### src/rtl/irq_pkg.sv
package irq_pkg;

    localparam int NUM_SRC = 5;
    localparam int VEC_W   = 16;
    localparam int MASK_W  = 3;

    // bit positions inside the request / pending vectors (priority rises with index)
    localparam int IDX_EXT = 0;
    localparam int IDX_LO  = 1;
    localparam int IDX_MID = 2;
    localparam int IDX_HI  = 3;
    localparam int IDX_NMI = 4;

    typedef enum logic [2:0] {
        SRC_NONE,
        SRC_NMI,
        SRC_HI,
        SRC_MID,
        SRC_LO,
        SRC_EXT
    } src_e;

    typedef struct packed {
        logic             take;
        logic             ext_ack;
        logic [VEC_W-1:0] vector;
    } accept_t;

    function automatic logic [VEC_W-1:0] vec_of(src_e s);
        case (s)
            SRC_NMI: return VEC_W'(16'h0024);
            SRC_HI:  return VEC_W'(16'h003C);
            SRC_MID: return VEC_W'(16'h0034);
            SRC_LO:  return VEC_W'(16'h002C);
            default: return '0;
        endcase
    endfunction

    function automatic src_e src_of(logic [NUM_SRC-1:0] onehot);
        src_e s;
        s = SRC_NONE;
        if (onehot[IDX_NMI])      s = SRC_NMI;
        else if (onehot[IDX_HI])  s = SRC_HI;
        else if (onehot[IDX_MID]) s = SRC_MID;
        else if (onehot[IDX_LO])  s = SRC_LO;
        else if (onehot[IDX_EXT]) s = SRC_EXT;
        return s;
    endfunction

endpackage

### src/rtl/irq_edge_latch.sv
module irq_edge_latch (
    input  logic clk_i,
    input  logic rst_i,
    input  logic lvl_i,
    input  logic clr_i,
    output logic pend_o
);
    logic prev_q;
    logic rise;

    assign rise = lvl_i & ~prev_q;

    always_ff @(posedge clk_i) begin
        if (rst_i) begin
            prev_q <= 1'b0;
            pend_o <= 1'b0;
        end else begin
            prev_q <= lvl_i;
            pend_o <= (pend_o & ~clr_i) | rise;
        end
    end

    // a latched request survives until a clear arrives
    p_latch_holds_r7: assert property (@(posedge clk_i) disable iff (rst_i)
        (pend_o && !clr_i) |=> pend_o);

    // an edge always leaves the latch set
    p_edge_sets_r7: assert property (@(posedge clk_i) disable iff (rst_i)
        (lvl_i && !prev_q) |=> pend_o);
endmodule

### src/rtl/irq_prio_pick.sv
module irq_prio_pick #(
    parameter int N = 5
) (
    input  logic [N-1:0] req_i,
    output logic [N-1:0] grant_o
);
    logic [N:0] higher;

    assign higher[N] = 1'b0;

    for (genvar i = N - 1; i >= 0; i--) begin : g_rank
        assign grant_o[i] = req_i[i] & ~higher[i+1];
        assign higher[i]  = higher[i+1] | req_i[i];
    end
endmodule

### src/rtl/irq_enable_ctl.sv
module irq_enable_ctl #(
    parameter int MW = 3
) (
    input  logic          clk_i,
    input  logic          rst_i,
    input  logic          accept_i,
    input  logic          set_i,
    input  logic          clr_i,
    input  logic          mask_wr_i,
    input  logic [MW-1:0] mask_d_i,
    output logic          ie_o,
    output logic [MW-1:0] mask_o
);
    always_ff @(posedge clk_i) begin
        if (rst_i) begin
            ie_o   <= 1'b0;
            mask_o <= '1;
        end else begin
            if (accept_i)   ie_o <= 1'b0;
            else if (clr_i) ie_o <= 1'b0;
            else if (set_i) ie_o <= 1'b1;
            if (mask_wr_i) mask_o <= mask_d_i;
        end
    end

    // accepting wins over a simultaneous enable
    p_accept_disables_r9: assert property (@(posedge clk_i) disable iff (rst_i)
        accept_i |=> !ie_o);

    // mask holds between writes
    p_mask_stable_r10: assert property (@(posedge clk_i) disable iff (rst_i)
        !mask_wr_i |=> $stable(mask_o));
endmodule

### src/rtl/irq_prio_ctrl.sv
module irq_prio_ctrl
    import irq_pkg::*;
(
    input  logic             clk_i,
    input  logic             rst_i,
    input  logic             boundary_i,
    input  logic             ie_set_i,
    input  logic             ie_clr_i,
    input  logic             mask_wr_i,
    input  logic [3:0]       mask_wdata_i,
    input  logic             nmi_i,
    input  logic             irq_hi_i,
    input  logic             irq_mid_i,
    input  logic             irq_lo_i,
    input  logic             ext_req_i,
    output logic             take_o,
    output logic [VEC_W-1:0] vector_o,
    output logic             ext_ack_o,
    output logic             ie_o,
    output logic [2:0]       mask_o,
    output logic [4:0]       pending_o
);
    localparam int HI_CLR_BIT = MASK_W;

    logic               nmi_pend, hi_pend;
    logic               nmi_clr, hi_clr;
    logic [NUM_SRC-1:0] qualify, grant;
    logic               accept;
    src_e               winner;
    accept_t            acc_d, acc_q;

    irq_edge_latch u_nmi_latch (
        .clk_i  (clk_i),
        .rst_i  (rst_i),
        .lvl_i  (nmi_i),
        .clr_i  (nmi_clr),
        .pend_o (nmi_pend)
    );

    irq_edge_latch u_hi_latch (
        .clk_i  (clk_i),
        .rst_i  (rst_i),
        .lvl_i  (irq_hi_i),
        .clr_i  (hi_clr),
        .pend_o (hi_pend)
    );

    always_comb begin
        qualify          = '0;
        qualify[IDX_NMI] = nmi_pend & nmi_i;
        qualify[IDX_HI]  = ie_o & ~mask_o[2] & hi_pend;
        qualify[IDX_MID] = ie_o & ~mask_o[1] & irq_mid_i;
        qualify[IDX_LO]  = ie_o & ~mask_o[0] & irq_lo_i;
        qualify[IDX_EXT] = ie_o & ext_req_i;
    end

    irq_prio_pick #(.N(NUM_SRC)) u_pick (
        .req_i   (qualify),
        .grant_o (grant)
    );

    assign accept  = boundary_i & (|qualify);
    assign winner  = accept ? src_of(grant) : SRC_NONE;
    assign nmi_clr = (winner == SRC_NMI);
    assign hi_clr  = (winner == SRC_HI) | (mask_wr_i & mask_wdata_i[HI_CLR_BIT]);

    always_comb begin
        acc_d.take    = accept;
        acc_d.ext_ack = (winner == SRC_EXT);
        acc_d.vector  = accept ? vec_of(winner) : acc_q.vector;
    end

    always_ff @(posedge clk_i) begin
        if (rst_i) acc_q <= '0;
        else       acc_q <= acc_d;
    end

    irq_enable_ctl #(.MW(MASK_W)) u_enable (
        .clk_i     (clk_i),
        .rst_i     (rst_i),
        .accept_i  (accept),
        .set_i     (ie_set_i),
        .clr_i     (ie_clr_i),
        .mask_wr_i (mask_wr_i),
        .mask_d_i  (mask_wdata_i[MASK_W-1:0]),
        .ie_o      (ie_o),
        .mask_o    (mask_o)
    );

    assign take_o    = acc_q.take;
    assign vector_o  = acc_q.vector;
    assign ext_ack_o = acc_q.ext_ack;
    assign pending_o = {nmi_pend, hi_pend, irq_mid_i, irq_lo_i, ext_req_i};

    // an acceptance only follows a boundary strobe
    p_take_after_strobe_r2: assert property (@(posedge clk_i) disable iff (rst_i)
        take_o |-> $past(boundary_i));

    // every acceptance leaves the enable cleared
    p_take_clears_ie_r9: assert property (@(posedge clk_i) disable iff (rst_i)
        take_o |-> !ie_o);

    // the acknowledge comes only with an external acceptance
    p_ack_with_take_r4: assert property (@(posedge clk_i) disable iff (rst_i)
        ext_ack_o |-> (take_o && vector_o == '0));

    // an NMI acceptance needs the NMI level at the deciding edge
    p_nmi_level_r5: assert property (@(posedge clk_i) disable iff (rst_i)
        (take_o && vector_o == 16'h0024) |-> $past(nmi_i));

    // a maskable acceptance needs the enable to have been set
    p_masked_need_ie_r6: assert property (@(posedge clk_i) disable iff (rst_i)
        (take_o && vector_o != 16'h0024) |-> $past(ie_o));
endmodule

### config.mk
export PLATFORM = sky130hd
export DESIGN_NAME = irq_prio_ctrl
export DESIGN_NICKNAME = d
export VERILOG_FILES = /design/src/rtl/irq_pkg.sv /design/src/rtl/irq_edge_latch.sv /design/src/rtl/irq_prio_pick.sv /design/src/rtl/irq_enable_ctl.sv /design/src/rtl/irq_prio_ctrl.sv
export SDC_FILE = /design/constraint.sdc
export NUM_CORES = 1
export LEC_CHECK = 0
export CORE_ASPECT_RATIO = 0.7
export CORE_MARGIN = 2
export CORE_UTILIZATION = 30
export CTS_CLUSTER_DIAMETER = 60
export DETAILED_ROUTE_END_ITERATION = 10
export PLACE_DENSITY = 0.75
export RECOVER_POWER = 25
export SLEW_MARGIN = 25
export SYNTH_ARGS = -nofsm -noshare
export SYNTH_HDL_FRONTEND = slang
export SYNTH_SLANG_ARGS = --single-unit
export TNS_END_PERCENT = 50
### constraint.sdc
create_clock -name clk_i -period 1.6 [get_ports clk_i]
set_input_delay 0.48 -clock clk_i [delete_from_list [all_inputs] [get_ports clk_i]]
set_output_delay 0.48 -clock clk_i [all_outputs]
set_load 0.05 [all_outputs]
==> Yosys cells after proc, flatten, opt, wreduce, memory -nomap -nowiden <==
Cells that the tools add are included.
W data, S select, Z words.
{ "word_totals": {"reg_bits": 26, "output_inout_bits": 27, "wordCells": 58} }
{ "classes": {"eq_ne": 5, "muxes": 7, "bitwise": 35, "reduce_logical": 2} }
{ "op_table": {"columns": ["operator", "count"], "rows": [
  ["$pmux W6 S4", 1],
  ["$and A1 B1 Y1", 18],
  ["$mux W3", 6],
  ["$not A1 Y1", 11],
  ["$eq A3 B2 Y1 const B", 2],
  ["$eq A3 B3 Y1 const B", 2],
  ["$or A1 B1 Y1", 6],
  ["$reduce_or A5 Y1", 1],
  ["$eq A3 B1 Y1 const B", 1],
  ["$reduce_or A3 Y1", 1]
]} }

==> Logic depth before layout (Yosys ltp) <==
Gate-level depths: netlist (run 1).
{ "logic_depth": {"depth_word": 19, "mapped_depth": 5} }

==> By module <==
From an unflattened synthesis (run 1), not the netlist that was laid out.
{ "unflattened": {"cells_unflattened": 90, "hier_area_um2": 810.8} }
{ "modules_own_cells": {"columns": ["module", "n_inst", "cells_per_inst", "area_each_um2", "seq_area_each_um2"], "rows": [
  ["irq_prio_ctrl", 1, 60, 470.5, 100.1],
  ["irq_edge_latch", 2, 6, 75.1, 40.0],
  ["irq_enable_ctl", 1, 12, 135.1, 80.1],
  ["irq_prio_pick", 1, 6, 55.1, 0.0]
]} }

==> Worst setup path before layout (run 1) <==
No wires, ideal clock.
{ "synth_timing": {"path_type": "register -> register", "from": "register u_enable.mask_o[2]", "to": "register acc_q (netlist bit vector_o[2])", "setup_time_ps": 134, "arrival_ps": 1589, "required_time_ps": 1466, "setup_slack_ps": -123, "stages_incl_launch_ff": 5, "path_buffers": 0, "path_cell_list": "dfxtp_1 -> nor2b_1 -> or4_4 -> mux2i_1 -> a21oi_1"} }
{ "synth_via": {"elab_chain_cells": 16} }
{ "synth_lines": {"columns": ["element", "line", "rtl"], "rows": [
  ["start, declared", "irq_enable_ctl.sv:12", "output logic [MW-1:0] mask_o"],
  ["start signal, assigned", "irq_enable_ctl.sv:22", "if (mask_wr_i) mask_o <= mask_d_i;"],
  ["$not A1 Y1 (*)", "irq_prio_ctrl.sv:51", "qualify[IDX_HI] = ie_o & ~mask_o[2] & hi_pend;"],
  ["$and A1 B1 Y1 (*) (2 in a row)", "irq_prio_ctrl.sv:51", null],
  ["$or A1 B1 Y1 (3 in a row)", "irq_prio_pick.sv:13", "assign higher[i] = higher[i+1] | req_i[i];"],
  ["$not A1 Y1", "irq_prio_pick.sv:12", "assign grant_o[i] = req_i[i] & ~higher[i+1];"],
  ["$and A1 B1 Y1", "irq_prio_pick.sv:12", null],
  ["$mux W3", "irq_pkg.sv:46", "else if (onehot[IDX_EXT]) s = SRC_EXT;"],
  ["$mux W3", "irq_pkg.sv:45", "else if (onehot[IDX_LO]) s = SRC_LO;"],
  ["$mux W3", "irq_pkg.sv:44", "else if (onehot[IDX_MID]) s = SRC_MID;"],
  ["$mux W3", "irq_pkg.sv:43", "else if (onehot[IDX_HI]) s = SRC_HI;"],
  ["$mux W3", "irq_pkg.sv:42", "if (onehot[IDX_NMI]) s = SRC_NMI;"],
  ["$mux W3", "irq_prio_ctrl.sv:63", "assign winner = accept ? src_of(grant) : SRC_NONE;"],
  ["$eq A3 B3 Y1, or another cell as far along", "irq_pkg.sv:30", "case (s)"],
  ["$pmux W6 S4", "irq_pkg.sv:30", null],
  ["end signal, assigned", "irq_prio_ctrl.sv:74", "if (rst_i) acc_q <= '0;"],
  ["end signal, assigned", "irq_prio_ctrl.sv:75", "else acc_q <= acc_d;"],
  ["end, declared", "irq_prio_ctrl.sv:30", "accept_t acc_d, acc_q;"]
]} }
Every way passes the cells marked *; elsewhere a longest branch is shown, timed or not.
A chain may end at the register's enable or synchronous reset.

==> Worst setup path after layout (run 1) <==
{ "layout_timing": {"from": "input irq_mid_i", "to": "register acc_q (netlist bit vector_o[2])"} }
{ "layout_via": {"elab_chain_cells": 13} }
{ "layout_lines": {"columns": ["element", "line", "rtl"], "rows": [
  ["start, declared", "irq_prio_ctrl.sv:13", "input logic irq_mid_i,"],
  ["$and A1 B1 Y1 (*)", "irq_prio_ctrl.sv:52", "qualify[IDX_MID] = ie_o & ~mask_o[1] & irq_mid_i;"],
  ["$or A1 B1 Y1 (2 in a row)", "irq_prio_pick.sv:13", null],
  ["$not A1 Y1", "irq_prio_pick.sv:12", null],
  ["$and A1 B1 Y1", "irq_prio_pick.sv:12", null],
  ["$mux W3", "irq_pkg.sv:46", null],
  ["$mux W3", "irq_pkg.sv:45", null],
  ["$mux W3", "irq_pkg.sv:44", null],
  ["$mux W3", "irq_pkg.sv:43", null],
  ["$mux W3", "irq_pkg.sv:42", null],
  ["$mux W3", "irq_prio_ctrl.sv:63", null],
  ["$eq A3 B3 Y1, or another cell as far along", "irq_pkg.sv:30", null],
  ["$pmux W6 S4", "irq_pkg.sv:30", null]
]} }
Marked as above.

==> impl_metrics.csv, run 1 <==
group,metric,value,unit
power_and_ir_drop,p_int,596,uW
clock_tree,clk_pin_slew_worst_paths,0.07,ns
worst_setup_path,cp-start-kind,"input port",
clock_tree,clk_latency,0.27,ns
clock_tree,cts_hold_buffers,0,
floorplanning,die_y,44.8,um
worst_setup_path,path_max_fanout,4,
power_and_ir_drop,p_clk_share,21.3,%
synthesis,ys_seq_area_share,36.4,%
clock_tree,clkSinkCount,13,
cells_and_area,layout.nets,135,
worst_setup_path,arrival,1.68,ns
timing,final.min_clock_period,1.52,ns
min_path,hold_depth,1,
synthesis,avgSynthCellArea,8.71,sq um
synthesis,synth_fa_ha_area_share,0,%
synthesis,synth_area,714,sq um
synthesis,synth_top_flop_cell,"dfxtp_1",
cells_and_area,drive_above_1_share,36.1,%
worst_setup_path,r2r_slack,0.14,ns
global_route,grt_pass1_wl,2.71,mm
worst_setup_path,end_kind,"register",
clock_tree,cts_buffer_depth,2,
place,post-place-cells,146,
worst_setup_path,worstReg2RegEnd,"vector_o[2]$_SDFFE_PP0P_",
min_path,hold_path.class,"reg -> reg",
place,placed_cell_area,1200,sq um
power_and_ir_drop,powerDensity,738,nW/um^2
power_and_ir_drop,switchingPower,325,uW
synthesis,synth_top_family_by_area,"simple AND/OR/NAND/NOR gates",
routing,drt_iter0_drc,26,
worst_setup_path,worstReg2RegStart,"u_hi_latch.pend_o$_SDFF_PP0_",
global_route,antenna_found_initial,0,
power_and_ir_drop,peakVddDrop,367,uV
run,cap_viol_max_count,0,
worst_setup_path,worstSetupPathType,"in -> reg",
timing,finalMaxSlewViolations,0,
cells_and_area,fillers,201,
floorplanning,core.rowCount,14,
synthesis,synth_top_area_share,36.4,%
floorplanning,die_w,62.3,um
timing,grt_setup_unrepaired,"true",
clock_tree,cts_tree,"built",
routing,vias,645,
synthesis,synthDistinctLibCells,28,
synthesis,synth-xor-area-share,0,%
timing,final-hold-violation-count,0,
synthesis,synth_compound_area_share,16.3,%
clock_tree,cts_buffers,3,
synthesis,synthTopCellsByCount,"buf_4 (18), dfxtp_1 (13), nor2_1 (7)",
timing,finalSetupViolCount,0,
cells_and_area,stdcell_count,151,
routing,drt-pass1-iter-count,6,
synthesis,synth_edf_count,0,
synthesis,netlist_instances,82,
cells_and_area,final_cell_area,1250,sq um
outcome,status,"finished, final reports clean",
routing,drc,0,
global_route,overflow,0,
cells_and_area,areaGrowthSynthToFinish,74.8,%
synthesis,synth_top_cell_by_area,"dfxtp_1",
cells_and_area,utilization,56.6,%
global_route,grt_max_degree,15,
place,dp_hpwl,1.33,mm
timing,min_period_over_period,94.8,%
timing,max_freq,659,MHz
power_and_ir_drop,pwr-share-comb,38.5,%
floorplanning,fp.coreArea,2210,sq um
synthesis,yosys.area_share.simple,25.4,%
synthesis,synth_warnings,0,
routing,wl,1.72,mm
synthesis,ys_seq_elements,13,
power_and_ir_drop,seqPwrFrac,40.2,%
routing,wire_per_inst,11.4,um
synthesis,synth-async-reset-ratio,0,%
power_and_ir_drop,sw_frac_of_total,35.3,%
worst_setup_path,worst-r2r-cell-count,4,
cells_and_area,diodes,0,
place,gp_congestion,0.759,
worst_setup_path,worst_ep_required_time,1.76,ns
global_route,grt_pass1_vias,616,
floorplanning,ios,42,
routing,ant_nets,0,
synthesis,post-synth-top-count-cell,"buf_4",
floorplanning,die-area,2790,sq um
synthesis,synthMuxAreaShare,1.40,%
global_route,grt_use_total,12.8,%
power_and_ir_drop,power.leakage,0.536,nW
clock_tree,cts-root-buf,"clkbuf_4",
synthesis,synth_area_leaders,"dfxtp_1 (36%), buf_4 (19%), nor2b_1 (5.3%)",
timing,skew,0.000938,ns
routing,vias_per_cell,4.27,
clock_tree,htree_levels,1,
min_path,worstHoldStart,"u_nmi_latch.prev_q$_SDFF_PP0_",
min_path,min_to,"u_nmi_latch.pend_o$_SDFF_PP0_",
place,port_buffers,29,
floorplanning,start_util,32.4,%
## per-layer routing
layer / part of all wire [%] / vias to the layer above / global-route usage, %
met3: 8.5 / 2 / 5.24
met2: 51 / 32 / 23.0
li1: - / 329 / -
met4: 0.52 / 0 / 5.33
met5: 0 / - / 0
met1: 40 / 282 / 14.0
## critical path, stage by stage
cell	delay (ns)
dlygate4sd2_1	0.25
nor2b_4	0.14
or4_4	0.54
mux2i_1	0.18
a21oi_1	0.09
## layout by cell type (no fill, tap or decap), types with 3 or more instances in the layout
master	instances
a211o_1	3
a21oi_1	6
buf_12	16
buf_4	11
clkbuf_4	3
clkdlybuf4s50_1	8
conb_1	12
dfxtp_1	9
dfxtp_2	4
dlygate4sd2_1	4
nand2_1	3
nor2_1	7
nor2b_1	5
## power by group through the flow
stage / registers, mW / logic [mW] / clock network [mW]
6_report: 0.371 / 0.354 / 0.196
5_1_grt: 0.373 / 0.370 / 0.222
4_1_cts: 0.370 / 0.353 / 0.206
3_5_place_dp: 0.376 / 0.351 / 0
3_3_place_gp: 0.375 / 0.347 / 0
2_1_floorplan: 0.403 / 0.186 / 0
## cell families (layout without fill, tap and decap cells)
| kind of cell | count (synthesis) | after routing |
|---|---|---|
| AOI/OAI and AO/OA | 17 | 17 |
| and+or+nand+nor | 30 | 30 |
| other | 1 | 12 |
| muxes | 1 | 1 |
| buffers and inverters | 20 | 46 |
| DFF | 13 | 13 |
## flip-flops by register name, summed over array words and instances (netlist names)
name / count
ext_ack_o: 1
take_o: 1
u_enable.ie_o: 1
u_enable.mask_o: 3
u_hi_latch.pend_o: 1
u_hi_latch.prev_q: 1
u_nmi_latch.pend_o: 1
u_nmi_latch.prev_q: 1
vector_o: 3
## final cells by class
| cell class | instances | area, sq um | area share (%) |
|---|---|---|---|
| multi-input cells | 60 | 373 | 29.9 |
| well taps | 32 | 40.0 | 3.21 |
| clock buffers | 4 | 26.3 | 2.10 |
| repair buffers | 41 | 541 | 43.3 |
| inverters | 1 | 3.75 | 0.301 |
| flip-flops and latches | 13 | 265 | 21.2 |
## how the worst max path moves through the flow
stage,depth (start not counted),slack (ns),end,start
2_1_floorplan,4,0.06,vector_o[2]$_SDFFE_PP0P_,irq_mid_i
6_report,5,0.08,vector_o[2]$_SDFFE_PP0P_,irq_mid_i
3_5_place_dp,6,-0.47,u_nmi_latch.pend_o$_SDFF_PP0_,irq_mid_i
5_1_grt,6,-0.09,u_enable.ie_o$_SDFFE_PP0P_,irq_lo_i
4_1_cts,5,0.001,vector_o[2]$_SDFFE_PP0P_,boundary_i
3_3_place_gp,6,-0.46,vector_o[2]$_SDFFE_PP0P_,irq_lo_i
## per-stage QoR
| stage | setup WS, ns | power [mW] | hold slack, ns | setup TNS, ns |
|---|---|---|---|---|
| final | 0.0829 | 0.921 | 0.435 | 0 |
| after global routing | -0.0876 | 0.965 | 0.437 | -0.0876 |
| after CTS | 0.00106 | 0.929 | 0.436 | 0 |
| after detailed placement | -0.471 | 0.727 | 0.423 | -3.01 |
| after global placement | -0.458 | 0.722 | 0.402 | -2.80 |
| after floorplan | 0.0616 | 0.589 | 0.398 | 0 |
## repair_timing
action,4_1_cts,5_1_grt
gates resized for setup,7,3
setup endpoints to repair,9,3
buffers inserted,1,0
pin swaps,0,1
(Power assumes the default switching activity.)
==> run 2, diff against run 1 <==
--- a/config.mk
+++ b/config.mk
@@ -6,10 +6,10 @@
 export NUM_CORES = 1
 export LEC_CHECK = 0
 export CORE_ASPECT_RATIO = 0.7
-export CORE_MARGIN = 2
 export CORE_UTILIZATION = 30
 export CTS_CLUSTER_DIAMETER = 60
 export DETAILED_ROUTE_END_ITERATION = 10
+export MAX_ROUTING_LAYER = met4
 export PLACE_DENSITY = 0.75
 export RECOVER_POWER = 25
 export SLEW_MARGIN = 25
==> impl_metrics.csv, run 2 (synthesis gave the netlist of run 1 again) <==
group,metric,value,unit
outcome,status,"finished, final reports clean",
place,post-place-cells,145,
place,dp_slack,-0.576,ns
floorplanning,fp.coreArea,2190,sq um
clock_tree,cts_hold_buffers,0,
global_route,grt_pass1_wl,2.95,mm
global_route,antenna_found_initial,0,
routing,vias,690,
timing,min_period_over_period,98.2,%
worst_setup_path,crit_path_start,"rst_i",
floorplanning,die_y,42.8,um
worst_setup_path,worst_ep_required_time,1.75,ns
floorplanning,die_w,60.3,um
worst_setup_path,worstSetupPathType,"in -> reg",
power_and_ir_drop,p_clk_share,22.7,%
cells_and_area,drive_above_1_share,34.7,%
cells_and_area,fillers,194,
timing,skew,0.00381,ns
power_and_ir_drop,power.leakage,0.529,nW
cells_and_area,areaGrowthSynthToFinish,72.3,%
worst_setup_path,worstReg2RegEnd,"vector_o[2]$_SDFFE_PP0P_",
cells_and_area,layout_commonest_cell,"buf_12",
clock_tree,clkSinkCount,13,
timing,final.min_clock_period,1.57,ns
cells_and_area,final_cell_area,1230,sq um
routing,drc,0,
clock_tree,htree_levels,1,
routing,ant_nets,0,
worst_setup_path,cp-start-kind,"input port",
worst_setup_path,r2r_slack,0.09,ns
timing,finalSetupViolCount,0,
place,placed_cell_area,1180,sq um
clock_tree,cts_buffer_depth,2,
cells_and_area,multi_input_area,374,sq um
routing,wl,1.80,mm
global_route,grt_pass1_vias,646,
floorplanning,die-area,2580,sq um
floorplanning,start_util,32.6,%
clock_tree,cts_tree,"built",
floorplanning,ios,42,
clock_tree,clk_latency,0.29,ns
worst_setup_path,path_max_fanout,12,
clock_tree,clk_pin_slew_worst_paths,0.08,ns
timing,final-hold-violation-count,0,
timing,setup_ws,0.0281,ns
global_route,grt_use_total,16.6,%
floorplanning,core.rowCount,14,
global_route,grt_max_degree,13,
timing,max_slew_margin,62.7,%
timing,max_freq,636,MHz
cells_and_area,layout_common_cells,"buf_12 (15), conb_1 (12), buf_4 (10)",
min_path,hold_path.class,"reg -> reg",
routing,vias_per_cell,4.60,
worst_setup_path,worst-r2r-cell-count,4,
cells_and_area,layout.nets,134,
routing,drt-pass1-iter-count,4,
run,cap_viol_max_count,0,
clock_tree,cts_buffers,3,
place,dp_hpwl,1.39,mm
timing,finalMaxSlewViolations,0,
power_and_ir_drop,switchingPower,341,uW
cells_and_area,regArea,265,sq um
power_and_ir_drop,powerDensity,758,nW/um^2
clock_tree,cts-root-buf,"clkbuf_4",
worst_setup_path,arrival,1.72,ns
cells_and_area,diodes,0,
cells_and_area,stdcell_count,150,
worst_setup_path,critPathCapture,"u_nmi_latch.pend_o$_SDFF_PP0_",
power_and_ir_drop,pwr-share-comb,37.6,%
power_and_ir_drop,sw_frac_of_total,36.6,%
place,port_buffers,29,
power_and_ir_drop,p_int,591,uW
power_and_ir_drop,peakVddDrop,339,uV
timing,worstMarginPinSlew,0.559,ns
worst_setup_path,worstReg2RegStart,"u_hi_latch.pend_o$_SDFF_PP0_",
routing,wire_per_inst,12.0,um
worst_setup_path,end_kind,"register",
global_route,overflow,0,
power_and_ir_drop,seqPwrFrac,39.8,%
place,gp_congestion,0.900,
routing,drt_iter0_drc,11,
[run 2: worst min path at each step]
stage / from / to / slack (ns) / depth (start not counted)
global placement: u_nmi_latch.prev_q$_SDFF_PP0_ / u_nmi_latch.pend_o$_SDFF_PP0_ / 0.40 / 1
global route: u_nmi_latch.prev_q$_SDFF_PP0_ / u_nmi_latch.pend_o$_SDFF_PP0_ / 0.51 / 1
detailed placement: u_nmi_latch.prev_q$_SDFF_PP0_ / u_nmi_latch.pend_o$_SDFF_PP0_ / 0.46 / 1
floorplan: u_nmi_latch.prev_q$_SDFF_PP0_ / u_nmi_latch.pend_o$_SDFF_PP0_ / 0.40 / 1
CTS: u_nmi_latch.prev_q$_SDFF_PP0_ / u_nmi_latch.pend_o$_SDFF_PP0_ / 0.46 / 1
finish: u_nmi_latch.prev_q$_SDFF_PP0_ / u_nmi_latch.pend_o$_SDFF_PP0_ / 0.48 / 1
[run 2: power by group through the flow]
stage	Combinational (mW)	Clock, mW	Sequential (mW)
global route	0.367	0.239	0.374
detailed placement	0.348	0	0.377
global placement	0.341	0	0.375
finish	0.350	0.211	0.371
CTS	0.350	0.219	0.370
floorplan	0.186	0	0.403
[run 2: metrics by stage]
step / util [%] / setup TNS [ns] / hold slack, ns / total power, mW
floorplan: - / 0 / 0.398 / 0.589
global route: 56.2 / -0.0303 / 0.513 / 0.980
finish: 56.2 / 0 / 0.476 / 0.933
CTS: 55.5 / -0.0442 / 0.465 / 0.939
detailed placement: 53.8 / -3.54 / 0.458 / 0.724
global placement: 53.8 / -3.01 / 0.400 / 0.717
[run 2: cell type report]
class	count	area share (%)
well taps	32	3.25
repair buffers	40	42.4
flip-flops and latches	13	21.5
clock buffers	4	2.13
multi-input cells	60	30.4
inverters	1	0.305
[run 2: timing repair]
action	CTS	global route
pin swaps	3	0
setup endpoints to repair	10	2
gates resized for setup	5	6
setup buffers	1	0
[run 2: critical path, cell delays in order]
cell           delay (ns)
dlygate4sd3_1        0.52
clkbuf_1             0.44
nand2b_1             0.19
o32ai_1              0.08
[run 2: routing by layer]
metal / track usage [%] / vias up / wire, um
met2: 25.9 / 41 / 883
met3: 7.32 / 5 / 145
met5: - / - / 0
li1: - / 324 / -
met1: 18.3 / 320 / 735
met4: 6.51 / 0 / 31
==> run 3, diff against run 2 <==
--- a/config.mk
+++ b/config.mk
@@ -6,13 +6,12 @@
 export NUM_CORES = 1
 export LEC_CHECK = 0
 export CORE_ASPECT_RATIO = 0.7
-export CORE_UTILIZATION = 30
+export CORE_UTILIZATION = 33
 export CTS_CLUSTER_DIAMETER = 60
 export DETAILED_ROUTE_END_ITERATION = 10
 export MAX_ROUTING_LAYER = met4
-export PLACE_DENSITY = 0.75
+export PLACE_DENSITY = 0.81
 export RECOVER_POWER = 25
-export SLEW_MARGIN = 25
 export SYNTH_ARGS = -nofsm -noshare
 export SYNTH_HDL_FRONTEND = slang
 export SYNTH_SLANG_ARGS = --single-unit
==> impl_metrics.csv, run 3 (synthesis gave the netlist of run 1 again) <==
group,metric,value,unit
outcome,status,"finished with violations",
outcome,failed_checks,"design-rule violations",
cells_and_area,layout_common_cells,"buf_12 (14), buf_4 (14), conb_1 (12)",
place,port_buffers,29,
clock_tree,clkSinkCount,13,
clock_tree,htree_levels,1,
timing,max_freq,636,MHz
clock_tree,clk_pin_slew_worst_paths,0.08,ns
worst_setup_path,worstReg2RegStart,"u_hi_latch.pend_o$_SDFF_PP0_",
worst_setup_path,arrival,1.74,ns
floorplanning,die-area,2360,sq um
routing,vias,680,
cells_and_area,diodes,0,
place,dp_hpwl,1.31,mm
worst_setup_path,crit_path_start,"irq_mid_i",
cells_and_area,areaGrowthSynthToFinish,74.1,%
worst_setup_path,r2r_slack,0.06,ns
routing,drt_iter0_drc,13,
power_and_ir_drop,p_clk_share,21.7,%
routing,drc,2,
global_route,grt_pass1_wl,2.72,mm
floorplanning,ios,42,
timing,final-hold-violation-count,0,
floorplanning,die_y,40.9,um
worst_setup_path,end_kind,"register",
power_and_ir_drop,pwr-share-comb,38.7,%
global_route,grt_pass1_vias,671,
timing,skew,0.00272,ns
cells_and_area,fillers,172,
floorplanning,core.rowCount,13,
timing,finalMaxSlewViolations,0,
clock_tree,cts-root-buf,"clkbuf_4",
floorplanning,die_w,57.6,um
global_route,overflow,0,
routing,wl,1.67,mm
power_and_ir_drop,peakVddDrop,438,uV
floorplanning,fp.coreArea,1950,sq um
power_and_ir_drop,p_int,599,uW
timing,tns,0,ns
floorplanning,start_util,36.6,%
global_route,grt_max_degree,15,
timing,finalSetupViolCount,0,
cells_and_area,layout.nets,137,
clock_tree,cts_buffers,3,
routing,ant_nets,0,
routing,drt-pass1-iter-count,11,
power_and_ir_drop,powerDensity,749,nW/um^2
clock_tree,cts_hold_buffers,0,
routing,wire_per_inst,11.6,um
place,post-place-cells,137,
worst_setup_path,path_max_fanout,4,
global_route,antenna_found_initial,0,
worst_setup_path,worst_ep_required_time,1.77,ns
power_and_ir_drop,switchingPower,332,uW
cells_and_area,stdcell_count,143,
min_path,hold_path.class,"reg -> reg",
worst_setup_path,worstReg2RegEnd,"vector_o[2]$_SDFFE_PP0P_",
timing,min_period_over_period,98.3,%
timing,final.min_clock_period,1.57,ns
power_and_ir_drop,sw_frac_of_total,35.6,%
run,cap_viol_max_count,0,
worst_setup_path,worstSetupPathType,"in -> reg",
routing,vias_per_cell,4.76,
worst_setup_path,critPathCapture,"vector_o[2]$_SDFFE_PP0P_",
clock_tree,clk_latency,0.28,ns
clock_tree,cts_buffer_depth,2,
worst_setup_path,cp-start-kind,"input port",
clock_tree,cts_tree,"built",
worst_setup_path,worst-r2r-cell-count,4,
cells_and_area,drive_above_1_share,40.5,%
global_route,grt_use_total,16.6,%
power_and_ir_drop,power.leakage,0.543,nW
place,gp_congestion,0.758,
power_and_ir_drop,seqPwrFrac,39.5,%
run 3: changes by cell type in the layout (fill, tap and decap cells not counted), sizes merged:
cell	change
clkdlybuf4s15	-1
buf	+3
dlygate4sd2	+1
clkdlybuf4s50	-1
dlygate4sd3	+1
run 3: per-layer routing:
layer / wire length (um) / GRT usage (%) / vias to the layer above
li1: - / - / 331
met1: 709 / 18.0 / 316
met4: 0 / 2.44 / 0
met5: 0 / - / -
met2: 809 / 29.7 / 33
met3: 146 / 7.26 / 0
run 3: area by class of cell:
class	instances	area [sq um]	share of cell area (%)
clock buffer	4	26.3	2.11
sequential	13	265	21.3
multi-input combinational	60	389	31.3
inverter	1	3.75	0.302
timing repair buffer	43	532	42.8
tap	22	27.5	2.21
run 3: worst max-delay path, cell delays in order:
cell           delay, ns
dlygate4sd2_1       0.24
nor2b_4             0.14
or4_4               0.55
mux2i_2             0.23
a21oi_1             0.09
run 3: through the flow:
step	util, %	power, mW	worst slack, ns	hold slack (ns)	cell area (sq um)
after floorplan	-	0.589	0.0616	0.398	761
after global placement	60.4	0.721	-0.459	0.411	1180
after detailed placement	60.4	0.728	-0.504	0.419	1180
after CTS	62.9	0.932	-0.0933	0.430	1230
after global routing	63.7	0.978	-0.00384	0.456	1240
final	63.7	0.931	0.0271	0.429	1240
run 3: repair_timing:
action,4_1_cts,5_1_grt
buffers inserted,1,1
gates resized for setup,8,6
endpoints found under the setup margin,9,4
pin swaps,2,1
run 3: worst min path at each step:
stage	start	endpoint	slack (ns)	cells past startpoint
6_report	u_nmi_latch.prev_q$_SDFF_PP0_	u_nmi_latch.pend_o$_SDFF_PP0_	0.43	1
5_1_grt	u_nmi_latch.prev_q$_SDFF_PP0_	u_nmi_latch.pend_o$_SDFF_PP0_	0.46	1
4_1_cts	u_nmi_latch.prev_q$_SDFF_PP0_	u_nmi_latch.pend_o$_SDFF_PP0_	0.43	1
3_5_place_dp	u_nmi_latch.prev_q$_SDFF_PP0_	u_nmi_latch.pend_o$_SDFF_PP0_	0.42	1
3_3_place_gp	u_nmi_latch.prev_q$_SDFF_PP0_	u_nmi_latch.pend_o$_SDFF_PP0_	0.41	1
2_1_floorplan	u_nmi_latch.prev_q$_SDFF_PP0_	u_nmi_latch.pend_o$_SDFF_PP0_	0.40	1
run 3: power groups by stage:
stage,clock (mW),sequential (mW),combinational (mW)
2_1_floorplan,0,0.403,0.186
3_3_place_gp,0,0.373,0.348
3_5_place_dp,0,0.373,0.354
4_1_cts,0.205,0.367,0.360
5_1_grt,0.228,0.371,0.379
6_report,0.202,0.368,0.361
